--- config.mk ---
export PLATFORM = sky130hd
export DESIGN_NAME = ring_ptr_ctrl
export DESIGN_NICKNAME = d
export VERILOG_FILES = /design/src/rtl/ring_ptr_pkg.sv /design/src/rtl/rp_regs.sv /design/src/rtl/rp_head.sv /design/src/rtl/rp_report.sv /design/src/rtl/ring_ptr_ctrl.sv
export SDC_FILE = /design/constraint.sdc
export NUM_CORES = 1
export LEC_CHECK = 0
export BUFFER_PORTS_ARGS = -buffer_cell sky130_fd_sc_hd__buf_2
export CAP_MARGIN = 30
export CORE_MARGIN = 2
export CORE_UTILIZATION = 45
export CTS_BUF_LIST = sky130_fd_sc_hd__clkbuf_2
export DETAILED_ROUTE_END_ITERATION = 6
export GPL_TIMING_DRIVEN = 0
export PLACE_DENSITY = 0.79
export SETUP_SLACK_MARGIN = 0.3
export SLEW_MARGIN = 20
export SYNTH_ARGS = -nofsm -noshare
export SYNTH_HDL_FRONTEND = slang
export SYNTH_SLANG_ARGS = --single-unit
--- constraint.sdc ---
create_clock -name clk -period 5.4 [get_ports clk]
set_input_delay 0.27 -clock clk [delete_from_list [all_inputs] [get_ports clk]]
set_output_delay 0.27 -clock clk [all_outputs]
set_load 0.1 [all_outputs]
--- src/rtl/ring_ptr_pkg.sv ---
package ring_ptr_pkg;
  typedef enum logic [2:0] {
    SEL_TAIL  = 3'd0,
    SEL_HEAD  = 3'd1,
    SEL_START = 3'd2,
    SEL_CTL   = 3'd3,
    SEL_PEND  = 3'd4,
    SEL_CTX   = 3'd5
  } reg_sel_e;

  localparam int          OPC_W           = 9;
  localparam logic [8:0]  OPC_ARB_CHECK   = 9'h005;
  localparam logic [8:0]  OPC_REPORT_HEAD = 9'h007;
  localparam int          STAT_SLOT       = 4;
  localparam int          PAGE_SHIFT      = 12;
  localparam int          DW_PAGE_LOG2    = 10;
endpackage

--- src/rtl/rp_regs.sv ---
module rp_regs
  import ring_ptr_pkg::*;
#(
  parameter int ADDR_W = 32,
  parameter int PAGE_W = 9,
  parameter int CTX_W  = 8,
  localparam int HW    = PAGE_W + DW_PAGE_LOG2,
  localparam int LW    = HW + 1
) (
  input  logic              clk,
  input  logic              rst,
  input  logic              wr_en,
  input  logic [2:0]        wr_sel,
  input  logic [ADDR_W-1:0] wr_data,
  input  logic              pend_take,
  output logic [HW-1:0]     tail_q,
  output logic [ADDR_W-1:0] start_q,
  output logic              enable_q,
  output logic [LW-1:0]     len_q,
  output logic [HW-1:0]     pend_q,
  output logic              pend_vld_q,
  output logic              ctx_arm
);
  logic [CTX_W-1:0] ctx_q;
  logic [PAGE_W:0]  pages;

  assign pages   = {1'b0, wr_data[PAGE_W+PAGE_SHIFT-1:PAGE_SHIFT]} + {{PAGE_W{1'b0}}, 1'b1};
  assign ctx_arm = wr_en && (reg_sel_e'(wr_sel) == SEL_CTX) && (wr_data[CTX_W-1:0] != ctx_q);

  always_ff @(posedge clk) begin
    if (rst) begin
      tail_q     <= '0;
      start_q    <= '0;
      enable_q   <= 1'b0;
      len_q      <= LW'(1) << DW_PAGE_LOG2;
      pend_q     <= '0;
      pend_vld_q <= 1'b0;
      ctx_q      <= '0;
    end else begin
      if (pend_take) pend_vld_q <= 1'b0;
      if (wr_en) begin
        case (reg_sel_e'(wr_sel))
          SEL_TAIL:  tail_q  <= wr_data[HW+1:2];
          SEL_START: start_q <= {wr_data[ADDR_W-1:PAGE_SHIFT], {PAGE_SHIFT{1'b0}}};
          SEL_CTL: begin
            enable_q <= wr_data[0];
            len_q    <= {pages, {DW_PAGE_LOG2{1'b0}}};
          end
          SEL_PEND: begin
            pend_q     <= wr_data[HW+1:2];
            pend_vld_q <= 1'b1;
          end
          SEL_CTX:   ctx_q <= wr_data[CTX_W-1:0];
          default: ;
        endcase
      end
    end
  end
endmodule

--- src/rtl/rp_head.sv ---
module rp_head
  import ring_ptr_pkg::*;
#(
  parameter int PAGE_W = 9,
  localparam int HW    = PAGE_W + DW_PAGE_LOG2,
  localparam int LW    = HW + 1
) (
  input  logic             clk,
  input  logic             rst,
  input  logic             head_wr,
  input  logic [HW-1:0]    head_wdata,
  input  logic             take,
  input  logic [OPC_W-1:0] opcode,
  input  logic [LW-1:0]    len_q,
  input  logic [HW-1:0]    pend_q,
  input  logic             pend_vld,
  output logic [HW-1:0]    head_q,
  output logic [HW-1:0]    head_nxt,
  output logic             pend_take,
  output logic             report_req
);
  logic [LW-1:0] head_inc;
  logic [HW-1:0] head_step;

  always_comb begin
    head_inc   = {1'b0, head_q} + LW'(1);
    head_step  = (head_inc == len_q) ? '0 : head_inc[HW-1:0];
    pend_take  = take && (opcode == OPC_ARB_CHECK) && pend_vld;
    report_req = take && (opcode == OPC_REPORT_HEAD);
    head_nxt   = pend_take ? pend_q : head_step;
  end

  always_ff @(posedge clk) begin
    if (rst)          head_q <= '0;
    else if (head_wr) head_q <= head_wdata;
    else if (take)    head_q <= head_nxt;
  end
endmodule

--- src/rtl/rp_report.sv ---
module rp_report
  import ring_ptr_pkg::*;
#(
  parameter int ADDR_W = 32,
  parameter int PAGE_W = 9,
  localparam int HW    = PAGE_W + DW_PAGE_LOG2
) (
  input  logic              clk,
  input  logic              rst,
  input  logic              report_req,
  input  logic [HW-1:0]     report_head,
  input  logic              ctx_arm,
  input  logic              idle,
  output logic              stat_we,
  output logic [ADDR_W-1:0] stat_data,
  output logic              switch_go
);
  logic armed_q;

  always_ff @(posedge clk) begin
    if (rst) begin
      stat_we   <= 1'b0;
      stat_data <= '0;
      switch_go <= 1'b0;
      armed_q   <= 1'b0;
    end else begin
      stat_we <= report_req;
      if (report_req) stat_data <= ADDR_W'({report_head, 2'b00});
      switch_go <= armed_q && idle;
      if (ctx_arm)              armed_q <= 1'b1;
      else if (armed_q && idle) armed_q <= 1'b0;
    end
  end
endmodule

--- src/rtl/ring_ptr_ctrl.sv ---
module ring_ptr_ctrl
  import ring_ptr_pkg::*;
#(
  parameter int ADDR_W  = 32,
  parameter int PAGE_W  = 9,
  parameter int CTX_W   = 8,
  parameter int STAT_AW = 10
) (
  input  logic               clk,
  input  logic               rst,
  input  logic               wr_en,
  input  logic [2:0]         wr_sel,
  input  logic [ADDR_W-1:0]  wr_data,
  output logic               fetch_req,
  output logic [ADDR_W-1:0]  fetch_addr,
  input  logic               rd_valid,
  input  logic [8:0]         rd_opcode,
  output logic               idle,
  output logic               stat_we,
  output logic [STAT_AW-1:0] stat_addr,
  output logic [ADDR_W-1:0]  stat_data,
  output logic               switch_go
);
  localparam int HW = PAGE_W + DW_PAGE_LOG2;
  localparam int LW = HW + 1;

  logic [HW-1:0]     tail_q, head_q, head_nxt, pend_q;
  logic [ADDR_W-1:0] start_q;
  logic [LW-1:0]     len_q;
  logic              enable_q, pend_vld_q, pend_take, report_req, ctx_arm;
  logic              take, head_wr;

  assign head_wr    = wr_en && (reg_sel_e'(wr_sel) == SEL_HEAD);
  assign idle       = (head_q == tail_q);
  assign fetch_req  = enable_q && !idle;
  assign take       = rd_valid && fetch_req;
  assign fetch_addr = start_q + ADDR_W'({head_q, 2'b00});
  assign stat_addr  = STAT_AW'(STAT_SLOT);

  rp_regs #(.ADDR_W(ADDR_W), .PAGE_W(PAGE_W), .CTX_W(CTX_W)) u_regs (
    .clk(clk), .rst(rst), .wr_en(wr_en), .wr_sel(wr_sel), .wr_data(wr_data),
    .pend_take(pend_take), .tail_q(tail_q), .start_q(start_q),
    .enable_q(enable_q), .len_q(len_q), .pend_q(pend_q),
    .pend_vld_q(pend_vld_q), .ctx_arm(ctx_arm)
  );

  rp_head #(.PAGE_W(PAGE_W)) u_head (
    .clk(clk), .rst(rst), .head_wr(head_wr), .head_wdata(wr_data[HW+1:2]),
    .take(take), .opcode(rd_opcode), .len_q(len_q), .pend_q(pend_q),
    .pend_vld(pend_vld_q), .head_q(head_q), .head_nxt(head_nxt),
    .pend_take(pend_take), .report_req(report_req)
  );

  rp_report #(.ADDR_W(ADDR_W), .PAGE_W(PAGE_W)) u_report (
    .clk(clk), .rst(rst), .report_req(report_req), .report_head(head_nxt),
    .ctx_arm(ctx_arm), .idle(idle), .stat_we(stat_we),
    .stat_data(stat_data), .switch_go(switch_go)
  );
endmodule

== Word level (Yosys, flattened, before mapping) ==
Index checks and enable logic that the tools add are counted.

* Flip-flop bits (word level): 119
* Latch bits: 0
* Bits in writable memories: 0
* Memory bits (read-only): 0
* Output and inout bits: 78
* Memories: 0

* $add $sub $neg: 3
* Multiply operators: 0
* Div/mod/pow operators: 0
* $lt $le $gt $ge: 0
* Equality and inequality tests: 10
* Shift-type cells: 0
* Mux-type cells: 9
* Bitwise operators: 0
* Reductions and logical operators: 18

{| class="wikitable"
|+ Operators by type and width
! operator !! number
|-
| $mux 19 || 4
|-
| $add 32x21->32 || 1
|-
| $add 19x1->20 const B || 1
|-
| $eq 20x20->1 || 1
|-
| $eq 19x19->1 || 1
|-
| $eq 9x3->1 const B || 2
|-
| $add 9x1->10 const B || 1
|-
| $reduce_and 2->1 || 5
|-
| $logic_and 1x1->1 || 9
|-
| $ne 8x8->1 || 1
|-
| $eq 3x2->1 const B || 2
|-
| $eq 3x3->1 const B || 2
|-
| $mux 1 || 5
|-
| $reduce_bool 2->1 || 2
|-
| $eq 3x1->1 const B || 1
|-
| $logic_not 3->1 || 1
|-
| $logic_not 1->1 || 1
|}

== Longest topological paths before layout ==
Gate-level depths: netlist (run 1).

* Depth after elaboration: 9
* Depth in mapped cells: 10
* Mapped depth without buffers: 9

== By module ==
From an unflattened synthesis (run 1), not the netlist that was laid out.

* Cells, all modules: 957
* Area total of the unflattened synthesis: 7573.5 sq um

{| class="wikitable"
|+ By module, submodules not included
! module !! instances !! cells each !! area each (sq um)
|-
| rp_regs || 1 || 395 || 3184.3
|-
| rp_head || 1 || 280 || 2094.5
|-
| ring_ptr_ctrl || 1 || 198 || 1430.1
|-
| rp_report || 1 || 84 || 864.6
|}

== Worst setup path before layout (run 1) ==
No wires, ideal clock.

* Kind: flip-flop to output port
* From: reg u_head.head_q[10]
* To: out fetch_addr[22]
* Data arrival time: 3.208 ns
* Required time: 5.130 ns
* Slack: 1.922 ns
* Cell stages (with the launch flop): 10
* Cells stage by stage: dfxtp_1 ha_1 fa_1 a21o_1 a21oi_1 o21bai_1 a21oi_1 o21ai_0 o211ai_1 xnor2_1

* Word-level cells in the longest chain between the ends: 1

{| class="wikitable"
|+ Ends and longest elaborated chain
! item !! line !! RTL
|-
| start, declared || rp_head.sv:17 || <nowiki>output logic [HW-1:0] head_q,</nowiki>
|-
| start signal, assigned || rp_head.sv:35 || <nowiki>else if (head_wr) head_q <= head_wdata;</nowiki>
|-
| start signal, assigned || rp_head.sv:36 || <nowiki>else if (take) head_q <= head_nxt;</nowiki>
|-
| $add 32x21->32 || ring_ptr_ctrl.sv:37 || <nowiki>assign fetch_addr = start_q + ADDR_W'({head_q, 2'b00});</nowiki>
|-
| end, declared || ring_ptr_ctrl.sv:15 || <nowiki>output logic [ADDR_W-1:0] fetch_addr,</nowiki>
|}

No other way between the ends.

== Worst setup path after layout (run 1) ==
* From: reg u_head.head_q[10]
* To: out fetch_addr[30]

Same word-level chain as after synthesis.

==> metrics, run 1 <==
status completed; Synth cell types 67; worst hold slack between 50 and 60 ps; Cells after Synth 822; max_cap viols 0; layout net count 1059; DR iter-0 viols roughly 700; CP max-delay cell buf_2; RSZ-0062 raised after global routing no; Clk Latency, worst-skew pair just over 700 ps; Post-Place Worst Slack 1872 ps; combinational share of power a little under a fifth; CP bufs+invs 1; row cnt 44; worst min-delay path class primary input to register; sw power slightly above 0.6 mW; LEAKAGE 3.367 nW; Clock power frac 33.8%; highest clock rate ~250 MHz; Seq/Total Area, Yosys between 30% and 40%; Fill cells 1355; Synth top cells by count nand2_1 (158), dfxtp_1 (119), a21oi_1 (82); Worst-path clk slew 180 ps; Seq pwr share 48.0%; total gr overflow 0; Die W roughly 130 um; Tmin final ~3900 ps; period utilization about three quarters; CP delay by family, top compound AO/OA/AOI/OAI gates; DP Cell Count ~1.1k; First-pass DRT Iterations 5; Overall Power roughly 1.9 mW; starting density of the core 45.77%; post-synthesis area per instance between 8 and 9 um2; Antenna Cells 0; Worst setup SP type register; setup TNS 0 ps; Main synth FF type dfxtp_1; first-pass GRT wire length a little over 30000 um; CP Cell Sequence ha_1 -> fa_1 -> a21o_1 -> a21oi_1 -> o21bai_1 -> a21oi_1 -> o21ai_0 -> nand3_1 -> xnor2_1 -> buf_2; Power per Cell Area ~230 nW/um2; EDFF count, synth 0; DP HPWL about 14000 um; WP data arrival roughly 3700 ps; final hold vios 0; setup ws final between 1000 and 1500 ps; Core ar. 14480 um2; Worst Max-Slew Pin Slew approximately 1000 ps; VDD IR max 143.6 uV; TritonCTS clock tree built; share of layout cells above drive strength 1 between 10% and 20%; Yosys top cell by area dfxtp_1; cells taking the most area after synthesis dfxtp_1 (36%), nand2_1 (8.9%), a21oi_1 (6.2%); routed via count 6558; register bit total from synthesis ~120; relative slew slack approximately 34%; CTS Root Cell clkbuf_2; number of global-route vias before repair 5975; I/O pin total 126; Final Core Density 55.70%; area of the multi-input gates 3777 um2; top-area cell type share of the netlist area a little over a third; remaining antenna violation count 0; Crit path top cell by count a21oi_1; GP Congestion between 0.9 and 1; wire per inst between 15 and 20 um; Post-route DRC 0; area grow syn2layout 21.69%; Die Ht 125.4 um; Setup violations, final 0; count leader, synth nand2_1; Crit path required time approximately 5100 ps; clock sink total ~120; asr flop ratio synth 0%; Slew Viols, Final 0; Resize count post-CTS 0; post-place instance area 7445 um2; synth warn 0; Sequential Area between 2000 and 2500 um2; final wirelength 19080 um; final instance area about 8100 um2; largest net degree at the start of global routing 17; P_int about 1.3 mW; slowest stage delay, CP around 460 ps; Non-Filler Instances around 1.2k; H-tree lvl count 4; CP Max Fanout 5; Cell Area, Synth 6628 um2; # port buffers 100; CTS Buf Count 17; Sw Share between 30% and 40%; crit end category output port; type of the worst setup path register to output port; Via density approximately 5.5; initial antenna violation count 0; die area around 16000 um2; gr usage total a little under a quarter; buffer depth of the longest clock path 2; Fin Clk Skew 32.67 ps; Setup Buffers After CTS 0
layout make-up:
cell class	count	area share, %
clock buffer	17	1.055
inverter	9	0.4189
multi-input combinational	623	46.84
sequential	119	29.54
tap	184	2.854
clock inverter	15	2.296
timing repair buffer	135	10.55
buffer	94	6.454
cells in the final DEF, fill, tap and decap left out, types with 4 or more instances in the layout:
cell           synthesis  layout
ha_1                  11      11
nor2b_1               11      11
clkbuf_1              37      37
nand2_1              158     158
a21oi_1               82      82
inv_1                  9       9
nand2b_1               6       6
xor2_1                37      37
or3_1                  9       9
clkinv_2               0       4
a211oi_1               8       8
bufinv_16              0       4
nand3b_1              21      21
buf_1                  6       6
a22oi_1                9       9
buf_2                 11     111
conb_1                 2      25
nor2_1                27      27
or2_2                  6       6
nand4_1                8       8
a221oi_1               9       9
clkbuf_2               0      17
buf_4                 39      39
o41ai_1                4       4
xnor2_1               37      37
nor3_1                 7       7
dfxtp_1              119     119
clkinvlp_4             0       5
o41ai_2                6       6
o22ai_1               16      16
dlygate4sd3_1          0      35
nand3_1               21      21
and3_1                20      20
nor4_1                13      13
o21ai_0               23      23
final timing paths:
kind,start,endpoint,slack (ps),cells past startpoint
setup / recovery,u_head.head_q[10],fetch_addr[30],1450,10
hold / removal,rd_opcode[8],u_regs.pend_vld_q,50,5
setup reg to reg,u_head.head_q[0],u_head.head_q[16],1670,10
hold reg to reg,u_regs.pend_q[8],u_regs.pend_q[8],470,2
routing by layer:
metal  vias up  share of wire, %  GRT usage [%]
li1       3192                 -              -
met1      2993                42          30.71
met3        25                10          6.846
met4         0               1.3          6.732
met5         -                 0              0
met2       348                46          38.78
power by group through the flow:
stage	logic, mW	clock network (mW)	registers, mW
floorplan	0.252	0	0.924
global placement	0.320	0	0.926
finish	0.345	0.640	0.909
CTS	0.342	0.645	0.909
global route	0.363	0.686	0.911
detailed placement	0.322	0	0.927
worst min-delay path: cells and delay by family:
| family | cells | cell delay, ps |
|---|---|---|
| buffers and inverters | 1 | 70 |
| and+or+nand+nor | 2 | 170 |
| AOI/OAI and AO/OA | 2 | 190 |
flip-flops by register name, summed over array words and instances (netlist names):
| register | count |
|---|---|
| u_regs.start_q | 20 |
| u_head.head_q | 19 |
| u_regs.pend_q | 19 |
| u_regs.tail_q | 19 |
| u_report.stat_data | 19 |
| u_regs.len_q | 10 |
| u_regs.ctx_q | 8 |
| u_regs.enable_q | 1 |
| u_regs.pend_vld_q | 1 |
| u_report.armed_q | 1 |
| u_report.stat_we | 1 |
| u_report.switch_go | 1 |
logic make-up after synthesis:
| group | share of synthesized area (%) |
|---|---|
| buffers and inverters | 8.363 |
| adder cells (fa/ha/maj) | 2.379 |
| XOR/XNOR | 10.12 |
| multiplexers | 0.6230 |
| AND/OR/NAND/NOR | 23.99 |
| flip-flops | 35.94 |
| other | 0.1133 |
| AO/OA/AOI/OAI | 18.46 |
timing repair:
action,CTS,global route
hold buffers,35,0
hold endpoints to repair,88,0
setup endpoints to repair,0,0
Note: power is estimated with default switching activity, not from simulation.
==> run 2: changes to the inputs <==
--- a/config.mk
+++ b/config.mk
@@ -12,7 +12,7 @@
 export CTS_BUF_LIST = sky130_fd_sc_hd__clkbuf_2
 export DETAILED_ROUTE_END_ITERATION = 6
 export GPL_TIMING_DRIVEN = 0
-export PLACE_DENSITY = 0.79
+export PLACE_DENSITY = 0.82
 export SETUP_SLACK_MARGIN = 0.3
 export SLEW_MARGIN = 20
 export SYNTH_ARGS = -nofsm -noshare
==> constraint.sdc (replaced) <==
create_clock -name clk -period 3.6 [get_ports clk]
set_input_delay 0.18 -clock clk [delete_from_list [all_inputs] [get_ports clk]]
set_output_delay 0.18 -clock clk [all_outputs]
set_load 0.1 [all_outputs]
==> run 2 against run 1 <==
Compared with the run above:
- first-iteration DRC count rose by 8.2%
- clock skew decreased by 10 ps
- non-clock buffer count increased by 12
- die area is the same
- via count increased by 2.4%
- sequential power grew 50%
- sequential share of layout area is 1.2 points lower
- combinational power rose by 55%
- wire length increased by 5.3%
- clock power is 52% higher
- register-to-register slack lost 1300 ps
- critical path depth stayed put
- critical endpoint is now fetch_addr[22]
==> metrics, run 2 (same netlist as run 1, synthesis figures left out) <==
status completed; VDD IR max approximately 260 uV; RSZ-0062 raised after global routing yes; CTS Buf Count 17; LEAKAGE between 3 and 4 nW; Hold Path Stages 4; Fill cells 1334; Die W ~130 um; H-tree lvl count 4; DP HPWL between 10000 and 15000 um; highest clock rate 309.0 MHz; # port buffers 100; Crit path top cell by count a21oi_2; Tmin final around 3200 ps; Core ar. around 14000 um2; setup TNS 0 ps; Via density around 5.6; Crit Reg-Reg Startpoint u_head.head_q[6]; die area between 15000 and 20000 um2; First-pass DRT Iterations 7; CP Max Fanout 5; final wirelength 20080 um; period utilization 89.90%; Slew Viols, Final 0; share of layout cells above drive strength 1 a little under a quarter; wire per inst around 17 um; Post-route DRC 0; CP max-delay cell dfxtp_2; total gr overflow 0; CTS Root Cell clkbuf_2; clock sink total around 120; row cnt 44; Worst-path clk slew around 180 ps; slowest stage delay, CP between 300 and 400 ps; TritonCTS clock tree built; crit end category output port; FF-to-FF path depth 11; type of the worst setup path register to output port; final hold vios 0; Top reg by flops u_regs.start_q; most frequent cells in the layout nand2_1 (158), dfxtp_1 (114), buf_2 (98); DR iter-0 viols approximately 750; initial antenna violation count 1; buffer depth of the longest clock path 2; R2R setup slack 410 ps; max FFs per register 20; number of global-route vias before repair roughly 6.2k; WP data arrival 3060 ps; Crit path required time between 3000 and 4000 ps; CP Cell Sequence ha_2 -> fa_2 -> a21o_1 -> a21oi_2 -> o21bai_1 -> a21oi_2 -> o21ai_4 -> o211ai_1 -> xnor2_2 -> buf_8; area grow syn2layout 27.41%; layout net count about 1.1k; HP Start wr_sel[2]; first-pass GRT wire length ~31000 um; Worst setup SP type register; Final Core Density between 50% and 60%; Worst Hold End u_regs.ctx_q[5]; max_cap viols 0; starting density of the core a little under half; largest net degree at the start of global routing 17; r2r endpoint u_head.head_q[1]; remaining antenna violation count 0; Clk Latency, worst-skew pair between 700 and 800 ps; Power per Cell Area around 340 nW/um2; routed via count 6715; Setup violations, final 0; Fin Clk Skew roughly 22 ps; gr usage total between 20% and 30%; GP Congestion between 1 and 1.5; commonest non-fill, non-tap cell in the layout nand2_1; I/O pin total about 130; worst min-delay path class primary input to register; relative slew slack a little over half; Worst Max-Slew Pin Slew 670.4 ps; Die Ht about 130 um
-- run 2: changes by cell type in the layout (fill, tap and decap cells not counted), sizes merged --
cell	delta
buf	+3
clkbuf	+3
clkinv	+1
clkinvlp	-1
diode	+1
dlygate4sd3	+6
-- run 2: repair_timing --
action	CTS	global route
endpoints found under the setup margin	42	45
gates resized for setup	37	29
pin swaps	3	8
hold endpoints to repair	97	0
hold buffers	41	0
setup buffers	0	4
gates cloned	0	1
-- run 2: stage by stage --
step | cell area (um2) | power [mW] | instances | worst slack [ps] | hold WS, ps
finish | 8444 | 2.875 | 1209 | 363.6 | 100.9
global placement | 7490 | 1.870 | 1129 | 102.0 | 421.8
CTS | 8284 | 2.873 | 1202 | 284.0 | 29.19
global route | 8444 | 2.984 | 1209 | 203.0 | 116.6
floorplan | 6759 | 1.766 | 845 | 324.2 | 305.9
detailed placement | 7490 | 1.875 | 1129 | 61.31 | 426.0
-- run 2: how the worst max path moves through the flow --
stage | startpoint | endpoint | slack, ps
after floorplan | u_head.head_q[18] | fetch_addr[31] | 320
after global placement | u_head.head_q[16] | u_head.head_q[10] | 100
after detailed placement | u_head.head_q[16] | u_head.head_q[10] | 60
after CTS | u_head.head_q[10] | fetch_addr[22] | 280
after global routing | u_head.head_q[10] | fetch_addr[22] | 200
final | u_head.head_q[10] | fetch_addr[22] | 360
-- run 2: area by class of cell --
class,instances,area (um2),share of cell area (%)
inverter,9,33.78,0.4001
tap,184,230.2,2.726
clock buffer,17,85.08,1.008
clock inverter,15,185.2,2.193
antenna,1,2.502,0.02963
timing repair buffer,147,1042,12.34
multi-input combinational,623,3944,46.70
buffer,94,528.0,6.253
sequential,119,2394,28.34
-- run 2: power by group --
group	total, mW	switching [mW]	internal [mW]
Combinational	0.536	0.382	0.154
Sequential	1.36	0.0218	1.34
Clock	0.974	0.528	0.446
-- run 2: critical path, delay by kind of cell (launching register included) --
family                   cells  cell delay (ps)
buffers and inverters        1              220
adder cells (fa/ha/maj)      2              550
AO/OA/AOI/OAI                6             1010
XOR/XNOR                     1              170
flip-flops                   1              380
-- run 2: metal layers --
layer | vias to the layer above | GRT usage, % | wire [um]
met3 | 54 | 6.376 | 2031
li1 | 3205 | - | -
met2 | 353 | 39.99 | 9360
met5 | - | 0 | 0
met4 | 0 | 9.869 | 471
met1 | 3103 | 31.06 | 8220
==> run 3: changes to the inputs <==
--- a/config.mk
+++ b/config.mk
@@ -5,6 +5,7 @@
 export SDC_FILE = /design/constraint.sdc
 export NUM_CORES = 1
 export LEC_CHECK = 0
+export ABC_AREA = 1
 export BUFFER_PORTS_ARGS = -buffer_cell sky130_fd_sc_hd__buf_2
 export CAP_MARGIN = 30
 export CORE_MARGIN = 2
@@ -12,7 +13,7 @@
 export CTS_BUF_LIST = sky130_fd_sc_hd__clkbuf_2
 export DETAILED_ROUTE_END_ITERATION = 6
 export GPL_TIMING_DRIVEN = 0
-export PLACE_DENSITY = 0.82
+export PLACE_DENSITY = 0.81
 export SETUP_SLACK_MARGIN = 0.3
 export SLEW_MARGIN = 20
 export SYNTH_ARGS = -nofsm -noshare
==> run 3 against run 2 <==
Compared with the run above:
- power increased by 4.7%
- register-to-register slack improved by 450 ps
- global-route usage increased by 1.7 points
- cell count increased by 18%
- via count increased by 8.4%
- clock power increased by 6%
- largest cell class unchanged
==> metrics, run 3 <==
status completed; asr flop ratio synth 0%; Seq/Total Area, Yosys between 30% and 40%; commonest non-fill, non-tap cell in the layout nand2_1; Fin Clk Skew 39.83 ps; max FFs per register 20; Clk Latency, worst-skew pair roughly 720 ps; initial antenna violation count 0; post-place instance area approximately 7600 um2; DP HPWL between 15000 and 20000 um; period utilization a little under 90%; Worst setup SP type register; final wirelength about 21000 um; share of layout cells above drive strength 1 17.89%; largest net degree at the start of global routing 17; final hold vios 0; # port buffers 100; Cells after Synth between 1k and 1.5k; DR iter-0 viols about 620; Post-Place Worst Slack 605.7 ps; area grow syn2layout 28.10%; setup ws final between 400 and 500 ps; routed via count about 7.3k; Setup violations, final 0; GP Congestion 0.9841; H-tree lvl count 4; R2R setup slack about 860 ps; DP Cell Count 1334; register bit total from synthesis 119; Synth cell types 31; row cnt 44; remaining antenna violation count 0; layout net count between 1k and 1.5k; post-synthesis area per instance around 6.6 um2; relative slew slack 49.15%; CTS Root Cell clkbuf_2; WP data arrival 2950 ps; max_cap viols 0; buffer depth of the longest clock path 2; synth warn 0; Overall Power between 3 and 4 mW; total gr overflow 0; Power per Cell Area 348.5 nW/um2; LEAKAGE 4.239 nW; RSZ-0062 raised after global routing yes; die area 15980 um2; crit end category output port; Main synth FF type dfxtp_1; Top reg by flops u_regs.start_q; most frequent cells in the layout nand2_1 (216), inv_1 (136), dfxtp_1 (113); Cell Area, Synth just under 7000 um2; worst min-delay path class primary input to register; Tmin final 3132 ps; wire per inst roughly 15 um; EDFF count, synth 0; top-area cell type share of the netlist area a little over a third; gr usage total 26.27%; Worst-path clk slew 170 ps; type of the worst setup path register to output port; Core ar. approximately 15000 um2; Die W between 100 and 150 um; Die Ht between 100 and 150 um; CTS Buf Count 17; final instance area approximately 8600 um2; cells taking the most area after synthesis dfxtp_1 (35%), nand2_1 (12%), a21oi_1 (7.6%); Non-Filler Instances roughly 1.4k; count leader, synth nand2_1; Slew Viols, Final 0; TritonCTS clock tree built; first-pass GRT wire length 33590 um; Yosys top cell by area dfxtp_1; highest clock rate 319.2 MHz; Crit path required time ~3400 ps; setup TNS 0 ps; Post-route DRC 0; CP Max Fanout 6; clock sink total 119; Worst Max-Slew Pin Slew about 760 ps; starting density of the core 46.23%; Synth top cells by count nand2_1 (216), inv_1 (136), dfxtp_1 (119); VDD IR max around 220 uV; number of global-route vias before repair 6778; First-pass DRT Iterations 6; I/O pin total 126; Via density 5.104
run 3: worst max-delay path: stages (launching register included):
cell and delay, ps:
dfxtp_1 600, ha_4 290, a21oi_1 150, nand2_1 60
a21oi_1 230, o21ai_2 110, nand3_2 110, nor2_4 60
xor2_1 180, buf_2 460
run 3: repair_timing:
item,4_1_cts,5_1_grt
pin swaps,0,7
endpoints found under the setup margin,9,9
hold buffers,57,0
setup buffers,0,4
gates resized for setup,24,18
hold endpoints to repair,94,0
run 3: path summary, 6_finish.rpt:
check | startpoint | depth (start not counted) | to
max reg2reg | u_head.head_q[1] | 15 | u_report.stat_data[19]
min | wr_data[23] | 4 | u_regs.start_q[23]
max | u_head.head_q[16] | 9 | fetch_addr[25]
min reg2reg | u_report.armed_q | 2 | u_report.switch_go
run 3: logic make-up (layout without fill, tap and decap cells):
group,count (synthesis),count (layout),share of synthesized area [%]
buffers and inverters,216,407,14.23
other,2,26,0.1113
AND/OR/NAND/NOR,404,404,24.89
AO/OA/AOI/OAI,230,230,17.40
XOR/XNOR,44,44,5.713
adder cells (fa/ha/maj),12,12,2.337
flip-flops,119,119,35.32
run 3: area by class of cell:
cell class / count / area [um2]
antenna: 1 / 2.502
buffer: 72 / 419.2
clock buffer: 19 / 95.09
clock inverter: 11 / 181.4
fill: 1383 / 5948
inverter: 144 / 540.5
multi-input combinational: 715 / 3631
sequential: 119 / 2395
tap: 184 / 230.2
timing repair buffer: 161 / 1146
run 3: per-layer routing:
layer  up-vias  track usage, %  part of all wire [%]
li1       3634               -                     -
met1      3234           33.28                    42
met2       369           43.28                    47
met3        41           6.706                   9.1
met4         0           9.502                   2.3
met5         -               0                     0
run 3: report_power, final:
group | internal [mW] | switching (mW) | total, mW
registers | 1.35 | 0.0357 | 1.39
logic | 0.168 | 0.420 | 0.588
clock network | 0.517 | 0.517 | 1.03
total | 2.04 | 0.973 | 3.01
run 3: metrics by stage:
stage / util [%] / hold WS (ps)
2_1_floorplan: - / 314.8
3_3_place_gp: 52.04 / 400.5
3_5_place_dp: 52.04 / 406.0
4_1_cts: 58.47 / 176.9
5_1_grt: 59.21 / 211.5
6_report: 59.23 / 236.2
